`src/rtl/irt_pkg.sv`:
```
package irt_pkg;

  typedef enum logic [2:0] {
    TGT_NONE,
    TGT_SEL,
    TGT_ID,
    TGT_VER,
    TGT_ARB,
    TGT_ENT
  } tgt_e;

  localparam logic [7:0]  OFS_SEL       = 8'h00;
  localparam logic [7:0]  OFS_WIN       = 8'h10;
  localparam logic [7:0]  SEL_ID        = 8'h00;
  localparam logic [7:0]  SEL_VER       = 8'h01;
  localparam logic [7:0]  SEL_ARB       = 8'h02;
  localparam logic [7:0]  SEL_TBL_BASE  = 8'h10;
  localparam logic [7:0]  VERSION_CODE  = 8'h11;
  localparam int          MASK_BIT      = 16;
  localparam logic [63:0] ENTRY_RST     = 64'h1 << MASK_BIT;

endpackage

```
`src/rtl/irt_decode.sv`:
```
module irt_decode
  import irt_pkg::*;
#(
  parameter int NUM_ENT = 24,
  parameter int ADDR_W  = 12,
  parameter int IDX_W   = 5
) (
  input  logic [ADDR_W-1:0] addr,
  input  logic [7:0]        sel,
  output tgt_e              tgt,
  output logic [IDX_W-1:0]  ent_idx,
  output logic              ent_hi
);

  logic [7:0] rel;
  logic [6:0] slot;
  logic       unused_addr_hi;

  // upper address bits are deliberately not decoded
  assign unused_addr_hi = ^addr[ADDR_W-1:8];

  always_comb begin
    rel     = sel - SEL_TBL_BASE;
    slot    = rel[7:1];
    ent_idx = IDX_W'(slot);
    ent_hi  = rel[0];
    tgt     = TGT_NONE;
    if (addr[7:0] == OFS_SEL) begin
      tgt = TGT_SEL;
    end else if (addr[7:0] == OFS_WIN) begin
      case (sel)
        SEL_ID:  tgt = TGT_ID;
        SEL_VER: tgt = TGT_VER;
        SEL_ARB: tgt = TGT_ARB;
        default: begin
          if (sel >= SEL_TBL_BASE && 32'(slot) < NUM_ENT) tgt = TGT_ENT;
        end
      endcase
    end
  end

endmodule

```
`src/rtl/irt_entry_bank.sv`:
```
module irt_entry_bank
  import irt_pkg::*;
#(
  parameter int NUM_ENT = 24,
  parameter int IDX_W   = 5
) (
  input  logic                   clk,
  input  logic                   rst_n,
  input  logic                   we,
  input  logic [IDX_W-1:0]       widx,
  input  logic                   whi,
  input  logic [31:0]            wdata,
  input  logic [IDX_W-1:0]       ridx,
  input  logic                   rhi,
  output logic [31:0]            rword,
  output logic [NUM_ENT*64-1:0]  table_flat,
  output logic                   upd,
  output logic [IDX_W-1:0]       upd_idx
);

  localparam int SLOTS = 1 << IDX_W;

  logic [63:0] ent_arr [SLOTS];

  for (genvar g = 0; g < SLOTS; g++) begin : g_slot
    if (g < NUM_ENT) begin : g_live
      logic [63:0] ent_q;
      always_ff @(posedge clk) begin
        if (!rst_n) begin
          ent_q <= ENTRY_RST;
        end else if (we && widx == IDX_W'(g)) begin
          if (whi) ent_q[63:32] <= wdata;
          else     ent_q[31:0]  <= wdata;
        end
      end
      assign ent_arr[g]             = ent_q;
      assign table_flat[g*64 +: 64] = ent_q;
    end else begin : g_pad
      assign ent_arr[g] = '0;
    end
  end

  assign rword = rhi ? ent_arr[ridx][63:32] : ent_arr[ridx][31:0];

  always_ff @(posedge clk) begin
    if (!rst_n) begin
      upd     <= 1'b0;
      upd_idx <= '0;
    end else begin
      upd <= we;
      if (we) upd_idx <= widx;
    end
  end

endmodule

```
`src/rtl/irt_read_mux.sv`:
```
module irt_read_mux
  import irt_pkg::*;
#(
  parameter int NUM_ENT = 24
) (
  input  tgt_e        tgt,
  input  logic [7:0]  sel,
  input  logic [7:0]  id,
  input  logic [31:0] ent_word,
  output logic [31:0] word
);

  localparam logic [7:0] TOP_IDX = 8'(NUM_ENT - 1);

  always_comb begin
    case (tgt)
      TGT_SEL: word = {24'h0, sel};
      TGT_ID:  word = {id, 24'h0};
      TGT_VER: word = {8'h00, TOP_IDX, 8'h00, VERSION_CODE};
      TGT_ENT: word = ent_word;
      default: word = 32'h0;
    endcase
  end

endmodule

```
`src/rtl/irq_route_regfile.sv`:
```
module irq_route_regfile
  import irt_pkg::*;
#(
  parameter int NUM_ENT = 24,
  parameter int ADDR_W  = 12,
  localparam int IDX_W  = $clog2(NUM_ENT)
) (
  input  logic                  clk,
  input  logic                  rst_n,
  input  logic [ADDR_W-1:0]     bus_addr,
  input  logic                  bus_wr,
  input  logic [31:0]           bus_wdata,
  input  logic                  bus_rd,
  output logic [31:0]           bus_rdata,
  output logic                  bus_rvalid,
  output logic [NUM_ENT*64-1:0] route_table,
  output logic                  tbl_upd,
  output logic [IDX_W-1:0]      tbl_upd_idx
);

  tgt_e             tgt;
  logic [IDX_W-1:0] ent_idx;
  logic             ent_hi;
  logic [7:0]       sel_q;
  logic [7:0]       id_q;
  logic [31:0]      ent_word;
  logic [31:0]      mux_word;
  logic             ent_we;

  irt_decode #(.NUM_ENT(NUM_ENT), .ADDR_W(ADDR_W), .IDX_W(IDX_W)) u_dec (
    .addr    (bus_addr),
    .sel     (sel_q),
    .tgt     (tgt),
    .ent_idx (ent_idx),
    .ent_hi  (ent_hi)
  );

  assign ent_we = bus_wr && (tgt == TGT_ENT);

  irt_entry_bank #(.NUM_ENT(NUM_ENT), .IDX_W(IDX_W)) u_bank (
    .clk        (clk),
    .rst_n      (rst_n),
    .we         (ent_we),
    .widx       (ent_idx),
    .whi        (ent_hi),
    .wdata      (bus_wdata),
    .ridx       (ent_idx),
    .rhi        (ent_hi),
    .rword      (ent_word),
    .table_flat (route_table),
    .upd        (tbl_upd),
    .upd_idx    (tbl_upd_idx)
  );

  irt_read_mux #(.NUM_ENT(NUM_ENT)) u_mux (
    .tgt      (tgt),
    .sel      (sel_q),
    .id       (id_q),
    .ent_word (ent_word),
    .word     (mux_word)
  );

  always_ff @(posedge clk) begin
    if (!rst_n) begin
      sel_q <= '0;
      id_q  <= '0;
    end else if (bus_wr) begin
      if (tgt == TGT_SEL) sel_q <= bus_wdata[7:0];
      if (tgt == TGT_ID)  id_q  <= bus_wdata[31:24];
    end
  end

  always_ff @(posedge clk) begin
    if (!rst_n) begin
      bus_rvalid <= 1'b0;
      bus_rdata  <= '0;
    end else begin
      bus_rvalid <= bus_rd;
      if (bus_rd) bus_rdata <= mux_word;
    end
  end

endmodule

```
`config.mk`:
```
export PLATFORM = sky130hd
export DESIGN_NAME = irq_route_regfile
export DESIGN_NICKNAME = d
export VERILOG_FILES = /design/src/rtl/irt_pkg.sv /design/src/rtl/irt_decode.sv /design/src/rtl/irt_entry_bank.sv /design/src/rtl/irt_read_mux.sv /design/src/rtl/irq_route_regfile.sv
export SDC_FILE = /design/constraint.sdc
export NUM_CORES = 2
export LEC_CHECK = 0
export BUFFER_PORTS_ARGS = -buffer_cell sky130_fd_sc_hd__buf_2
export CAP_MARGIN = 0
export CORE_AREA = 2 2 631 633
export DETAILED_ROUTE_END_ITERATION = 6
export DIE_AREA = 0 0 633 635
export PLACE_DENSITY = 0.32
export SYNTH_ARGS = -nofsm -noshare
export SYNTH_HDL_FRONTEND = slang
export SYNTH_HIERARCHICAL = 1
export SYNTH_SLANG_ARGS = --single-unit
export TNS_END_PERCENT = 50
```
`constraint.sdc`:
```
create_clock -name clk -period 8.5 [get_ports clk]
set_input_delay 1.7 -clock clk [delete_from_list [all_inputs] [get_ports clk]]
set_output_delay 1.7 -clock clk [all_outputs]
set_load 0.005 [all_outputs]
```
After elaboration in Yosys (flattened, before gate mapping)
Index checks and enable logic that the tools add are counted.
- multiplexer cells: 9
- $lt $le $gt $ge: 3
- multiply operators: 0
- bitwise operators: 2
- div/mod/pow operators: 0
- shift-type cells: 0
- reduce and logical (&&, ||, !) cells: 79
- eq/ne operators: 30
- $add $sub $neg: 1
- operators with widths (kind ; count):
    binary-select mux 64 bit (select 5 bit) ; 1
    two-way mux 64 bit ; 2
    one-hot mux 32 bit (4 select lines) ; 1
    AND reduction 2 bit ; 50
    == test 5 x 4 -> 1 bit (second input constant) ; 8
    == test 5 bit (second input constant) ; 8
    two-way mux 32 bit ; 1
    logical AND 1 bit ; 26
    == test 5 x 3 -> 1 bit (second input constant) ; 4
    logical NOT 8 bit ; 2
    == test 5 x 2 -> 1 bit (second input constant) ; 2
    two-way mux 3 bit ; 3
    one-hot mux 3 bit (3 select lines) ; 1
    == test 8 x 1 -> 1 bit (second input constant) ; 1
    == test 8 x 2 -> 1 bit (second input constant) ; 1
    == test 8 x 5 -> 1 bit (second input constant) ; 1
    greater-or-equal comparator 8 x 5 -> 1 bit (second input constant) ; 1
    subtractor 8 x 5 -> 8 bit (second input constant) ; 1
    < comparator 7 x 5 -> 1 bit (second input constant) ; 1
    == test 3 x 2 -> 1 bit (second input constant) ; 2
    greater-or-equal comparator 6 bit (second input constant) ; 1
    NOT 5 -> 6 bit ; 1
    == test 5 x 1 -> 1 bit (second input constant) ; 1
    logical NOT 5 bit ; 1
    3 further kinds ; 3
- register bits: 1591
- memory bits (read-only): 0
- memories kept: 0
- input port bits: 48
- bits in latches: 0
- RAM bits: 0
- output and inout bits: 1575
- word-level logic and storage cells: 178

Depth between registers and ports, before layout
- word-level depth: 11
- depth in mapped cells: 14
- depth with buffers taken out: 11

By module
Netlist, hierarchy kept.
- by module, submodules not included (module ; instances ; area each (um^2) ; cells an instance ; sequential area each (um^2)):
    irt_entry_bank ; 1 ; 69270.2 ; 7975 ; 30869.6
    irq_route_regfile ; 1 ; 1929.4 ; 178 ; 980.9
    irt_read_mux ; 1 ; 412.9 ; 57 ; 0.0
    irt_decode ; 1 ; 226.5 ; 30 ; 0.0

Least setup slack after synthesis
OpenSTA, ideal clock, no wires.
- kind: input to register
- start point: input bus_addr[2]
- end point: register u_bank.g_slot[16].g_live.ent_q[33]
- path slack: 4.327 ns
- setup time: 0.076 ns
- path buffers: 2
- required time: 8.424 ns
- data arrival time: 4.097 ns
- cell stages on the path: 10
- path through: nor4_1 nand3_1 a211oi_2 and4b_2 buf_1 nand3_1 nor3_1 buf_2 nand2_1 a21boi_0
- longest elaborated chain between the ends: 7
- elaborated cells between the ends (all ways): 8
- those cells by class: eq/ne (2); mux (2); reduce/logical (4)
- ends and longest elaborated chain (item ; line ; text):
    start: declaration ; irq_route_regfile.sv:10 ; input logic [ADDR_W-1:0] bus_addr,
    == test 8 x 5 -> 1 bit ; irt_decode.sv:30 ; end else if (addr[7:0] == OFS_WIN) begin
    two-way mux 3 bit ; irt_decode.sv:30 ;
    two-way mux 3 bit (*) ; irt_decode.sv:28 ; if (addr[7:0] == OFS_SEL) begin
    net tgt[2] ; irq_route_regfile.sv:21 ; tgt_e tgt;
    == test 3 bit (*) ; irq_route_regfile.sv:38 ; assign ent_we = bus_wr && (tgt == TGT_ENT);
    logical AND 1 bit (*) ; irq_route_regfile.sv:38 ;
    net ent_we ; irq_route_regfile.sv:28 ; logic ent_we;
    logical AND 1 bit (*) ; irt_entry_bank.sv:31 ; end else if (we && widx == IDX_W'(g)) begin
    AND reduction 2 bit (no source line) (*) ; -- ;
    end signal: assignment ; irt_entry_bank.sv:32 ; if (whi) ent_q[63:32] <= wdata;
    end: declaration ; irt_entry_bank.sv:27 ; logic [63:0] ent_q;
The timed path passes the listed nets; every way through them passes the cells marked *.
A chain may end at the register's enable or synchronous reset.

Worst setup path in the final report
- start point: input bus_addr[1]
- end point: register u_bank.g_slot[14].g_live.ent_q[35]
- longest elaborated chain between the ends: 7
- elaborated cells between the ends (all ways): 8
- those cells by class: eq/ne (2); mux (2); reduce/logical (4)
- ends and longest elaborated chain (item ; line):
    == test 8 x 5 -> 1 bit ; irt_decode.sv:30
    two-way mux 3 bit ; irt_decode.sv:30
    two-way mux 3 bit (*) ; irt_decode.sv:28
    net tgt[2] ; irq_route_regfile.sv:21
    == test 3 bit (*) ; irq_route_regfile.sv:38
    logical AND 1 bit (*) ; irq_route_regfile.sv:38
    net ent_we ; irq_route_regfile.sv:28
    logical AND 1 bit (*) ; irt_entry_bank.sv:31
    AND reduction 2 bit (no source line) (*) ; --
    end signal: assignment ; irt_entry_bank.sv:32
    end: declaration ; irt_entry_bank.sv:27
Marked as above.

==> reports/summary.md <==
The total leakage power was 34.63 nW; the row count was 231. The maximum number of pins on one net before global-route repair was 211; the worst-skew pair later-pin latency was 0.99 ns. The die is 635 um tall.

For the combinational cell fraction of total power, the log shows 0.031. The library cell with the largest summed area after synthesis is sky130_fd_sc_hd__dfxtp_1. During synthesis, Yosys emitted a total of 6 warnings.

The total length of routed wires was 525.0 mm. The detail route stage leaves a number of antenna-violating nets equal to 0. The path category of the worst min-delay check is reg -> reg. For the core utilization of the finished layout, the log shows 0.2338. Routability-driven placement finished with a final weighted congestion of 0.8308.

The logs give 402000 um^2 for the area of the die and 64810 for the via count of the first global-routing pass. Net count of the mapped netlist: 8290. For the worst path required time, the log shows 9.38 ns. The clock period minus worst slack is 5.506 ns, and the count of cell types in the netlist is 66. The type of element launching the critical path was a primary input. Gates resized during post-CTS repair numbered 0. From synthesis to final layout, the design area changed by 28.51%. The slew at the pin closest to its max-slew limit is 1.395 ns. The number of failing hold endpoints at the final stage was 0; the switching power share of the total was 0.2513.

TritonCTS built the clock tree. Max-cap violations in this run came to 0. The number of clock buffers added by TritonCTS is 212.

In the routed design, unresolved DRC markers number 0. CTS placed an instance of sky130_fd_sc_hd__clkbuf_16 at the clock tree root. For the final database, setup skew stands at 0.08376 ns. The overall global routing resource usage came out at 0.2499.

Setup repair after global routing left no endpoint under its margin. The flow ran to the end, and the final reports show no timing, DRC or antenna violations. Once routing completed, OpenROAD measured the worst setup slack at 2.994 ns.

Largest buffer count on any clock path: 4. In this run, synthesis inferred 0 flip-flops with an integrated enable. Width of the chip: 633 um.

The run gives 0.541 as the portion of total power attributed to the clock network. The non-filler instance count after layout is 14920, and the clock-pin slew on the worst setup and hold paths is 0.06 ns. The first detailed-routing pass took 6 iterations. Among all flip-flop cells after synthesis, the most frequent one is sky130_fd_sc_hd__dfxtp_1. Based on the critical path, the design can be clocked at up to 0.1816 GHz. In this run the worst path has a maximum fanout of 21.

In the synthesized netlist, the cells that appear most often are sky130_fd_sc_hd__nand2_1, sky130_fd_sc_hd__dfxtp_1, sky130_fd_sc_hd__a21boi_0. The critical path is of the in -> reg type. Using the TritonRoute via totals, the vias-per-cell ratio works out to 4.563. The number of slew-limit violations in the final report was 0. Synthesis produced a netlist whose cell count is 8240. The first global-routing pass estimated 674.7 mm of wire. Sequential-to-total area share from yosys stat: 0.4434. The worst setup timing slack at the placement stage was 1.817 ns.

The count of nets after finishing is 9516, and the share of post-route cells with drive strength above 1 is 0.2687. The sequential share of power is 0.428, and the initial core utilization is 0.1820. The run gives 17.43 mW as the power consumption. The worst setup path is captured at a register.

Dividing the detail-routed wire length by the instance count gives 35.19 um. The tools report the worst endpoint data arrival time as 6.39 ns. The worst-case IR drop observed on VDD is 0.1549 mV.

After synthesis the cells add up to 71840 um^2. The average cell area after synthesis was 8.718 um^2. The smallest hold slack is 0.4620 ns, and the tightest slew margin relative to the limit is 0.07019. The count of buffers from port buffering was 1618; the number of primary I/O pins was 1623. Fraction of registers with async set or reset after synthesis: 0.

Power spent charging and discharging nets: 4.380 mW. The most common cell in the synthesized netlist is sky130_fd_sc_hd__nand2_1. Internal power comes to 13.05 mW.

The cts-stage hold buffer count is 0, and the H-tree depth is 4. The synthesized design contains 1591 register bits. Setup violations remaining at the end of the flow were counted as 0. The floorplan step defined a core boundary enclosing 394800 um^2.

After routing the design area is 92320 um^2. Initial antenna violation count: 60. For this run the aggregate overflow at the end of global routing stands at 0. By area the synthesized netlist is led by sky130_fd_sc_hd__dfxtp_1, sky130_fd_sc_hd__nand2_1, sky130_fd_sc_hd__a21boi_0, sky130_fd_sc_hd__mux4_2, sky130_fd_sc_hd__mux2i_1.

The detailed router's first-iteration violation count is 6638. The share of the synthesized area in the top cell type came out at 0.4434. The clock drives 1591 sinks. Including well taps, the total number of placed cells is 14490. The wire-length estimate of the detail-placed layout is 375.4 mm.

The post-route fraction of the period consumed by the critical path works out to 0.6477. The setup fix buffers added after clock tree synthesis is 0, and the final sum of negative setup slack is 0 ns. The total number of vias is 68090, and the power density over the cells is 188.8 nW/um^2.

Summing all placed instances gives a cell area of 85140 um^2.
layout make-up:
type	instances	area (um^2)
Fill cell	43150	302500
Multi-Input combinational cell	5853	36980
Sequential cell	1591	31870
Timing Repair Buffer	1804	9709
Tap cell	5242	6559
Clock buffer	323	6255
Clock inverter	56	810.8
Antenna cell	47	117.6
Inverter	4	22.52
routing by layer:
metal,track usage,routed length (um),up-vias
li1,-,-,30260
met1,0.2863,199700,34230
met2,0.4311,256400,2978
met3,0.06203,39780,607
met4,0.1227,29070,10
met5,0,60,-
sequential cells by signal (all words and copies together) (netlist names):
name	count
bus_rdata	32
u_bank/upd	1
u_bank/upd_idx	5
id_q	8
sel_q	8
bus_rvalid	1
u_bank/g_slot.g_live.ent_q	1536
logic make-up after synthesis:
group,Yosys count,synth area share
flops,1591,0.4434
fa+ha+maj,2,0.0003483
mux,560,0.1295
compound gates,1794,0.1845
simple gates,3497,0.1925
buf+inv,796,0.04979
power groups by stage:
stage          Sequential (mW)  Combinational [mW]  Clock (mW)
2_1_floorplan             7.62               0.271           0
3_3_place_gp              7.62               0.545           0
3_5_place_dp              7.62               0.546           0
4_1_cts                   7.46               0.546        9.72
5_1_grt                   7.45               0.551        9.96
6_report                  7.46               0.536        9.44
final timing paths:
| kind | start | to | slack (ns) | cells after the start |
|---|---|---|---|---|
| setup / recovery | bus_addr[1] | u_bank/g_slot[14].g_live.ent_q[35]$_SDFFE_PN0P_ | 2.99 | 14 |
| hold / removal | id_q[3]$_SDFFE_PN0P_ | id_q[3]$_SDFFE_PN0P_ | 0.46 | 2 |
| setup reg to reg | sel_q[2]$_SDFFE_PN0P_ | u_bank/g_slot[14].g_live.ent_q[35]$_SDFFE_PN0P_ | 3.27 | 13 |
| hold reg to reg | id_q[3]$_SDFFE_PN0P_ | id_q[3]$_SDFFE_PN0P_ | 0.46 | 2 |
layout by cell type (no fill, tap or decap), types with 46 or more instances in the layout:
cell	n
sky130_fd_sc_hd__nand2_1	3146
sky130_fd_sc_hd__dfxtp_1	1587
sky130_fd_sc_hd__buf_2	1585
sky130_fd_sc_hd__a21boi_0	1379
sky130_fd_sc_hd__mux4_2	293
sky130_fd_sc_hd__mux2i_1	240
sky130_fd_sc_hd__clkbuf_16	214
sky130_fd_sc_hd__buf_4	208
sky130_fd_sc_hd__a21boi_1	134
sky130_fd_sc_hd__clkbuf_1	60
sky130_fd_sc_hd__o22ai_1	59
sky130_fd_sc_hd__a22oi_1	58
sky130_fd_sc_hd__a21oi_1	54
sky130_fd_sc_hd__clkbuf_8	49
sky130_fd_sc_hd__diode_2	47
sky130_fd_sc_hd__nand2_2	46
worst max-delay path, stage by stage:
cell	delay, ns
sky130_fd_sc_hd__buf_2	0.10
sky130_fd_sc_hd__nor3_1	0.67
sky130_fd_sc_hd__buf_4	0.26
sky130_fd_sc_hd__nand3_1	0.13
sky130_fd_sc_hd__a211oi_2	0.20
sky130_fd_sc_hd__buf_4	0.29
sky130_fd_sc_hd__and4b_2	0.60
sky130_fd_sc_hd__nor2b_1	0.31
sky130_fd_sc_hd__nand2_1	0.10
sky130_fd_sc_hd__buf_4	0.27
sky130_fd_sc_hd__nor2_4	0.96
sky130_fd_sc_hd__buf_4	0.43
sky130_fd_sc_hd__nand2_1	0.09
sky130_fd_sc_hd__a21boi_0	0.21
(Power assumes the default switching activity.)
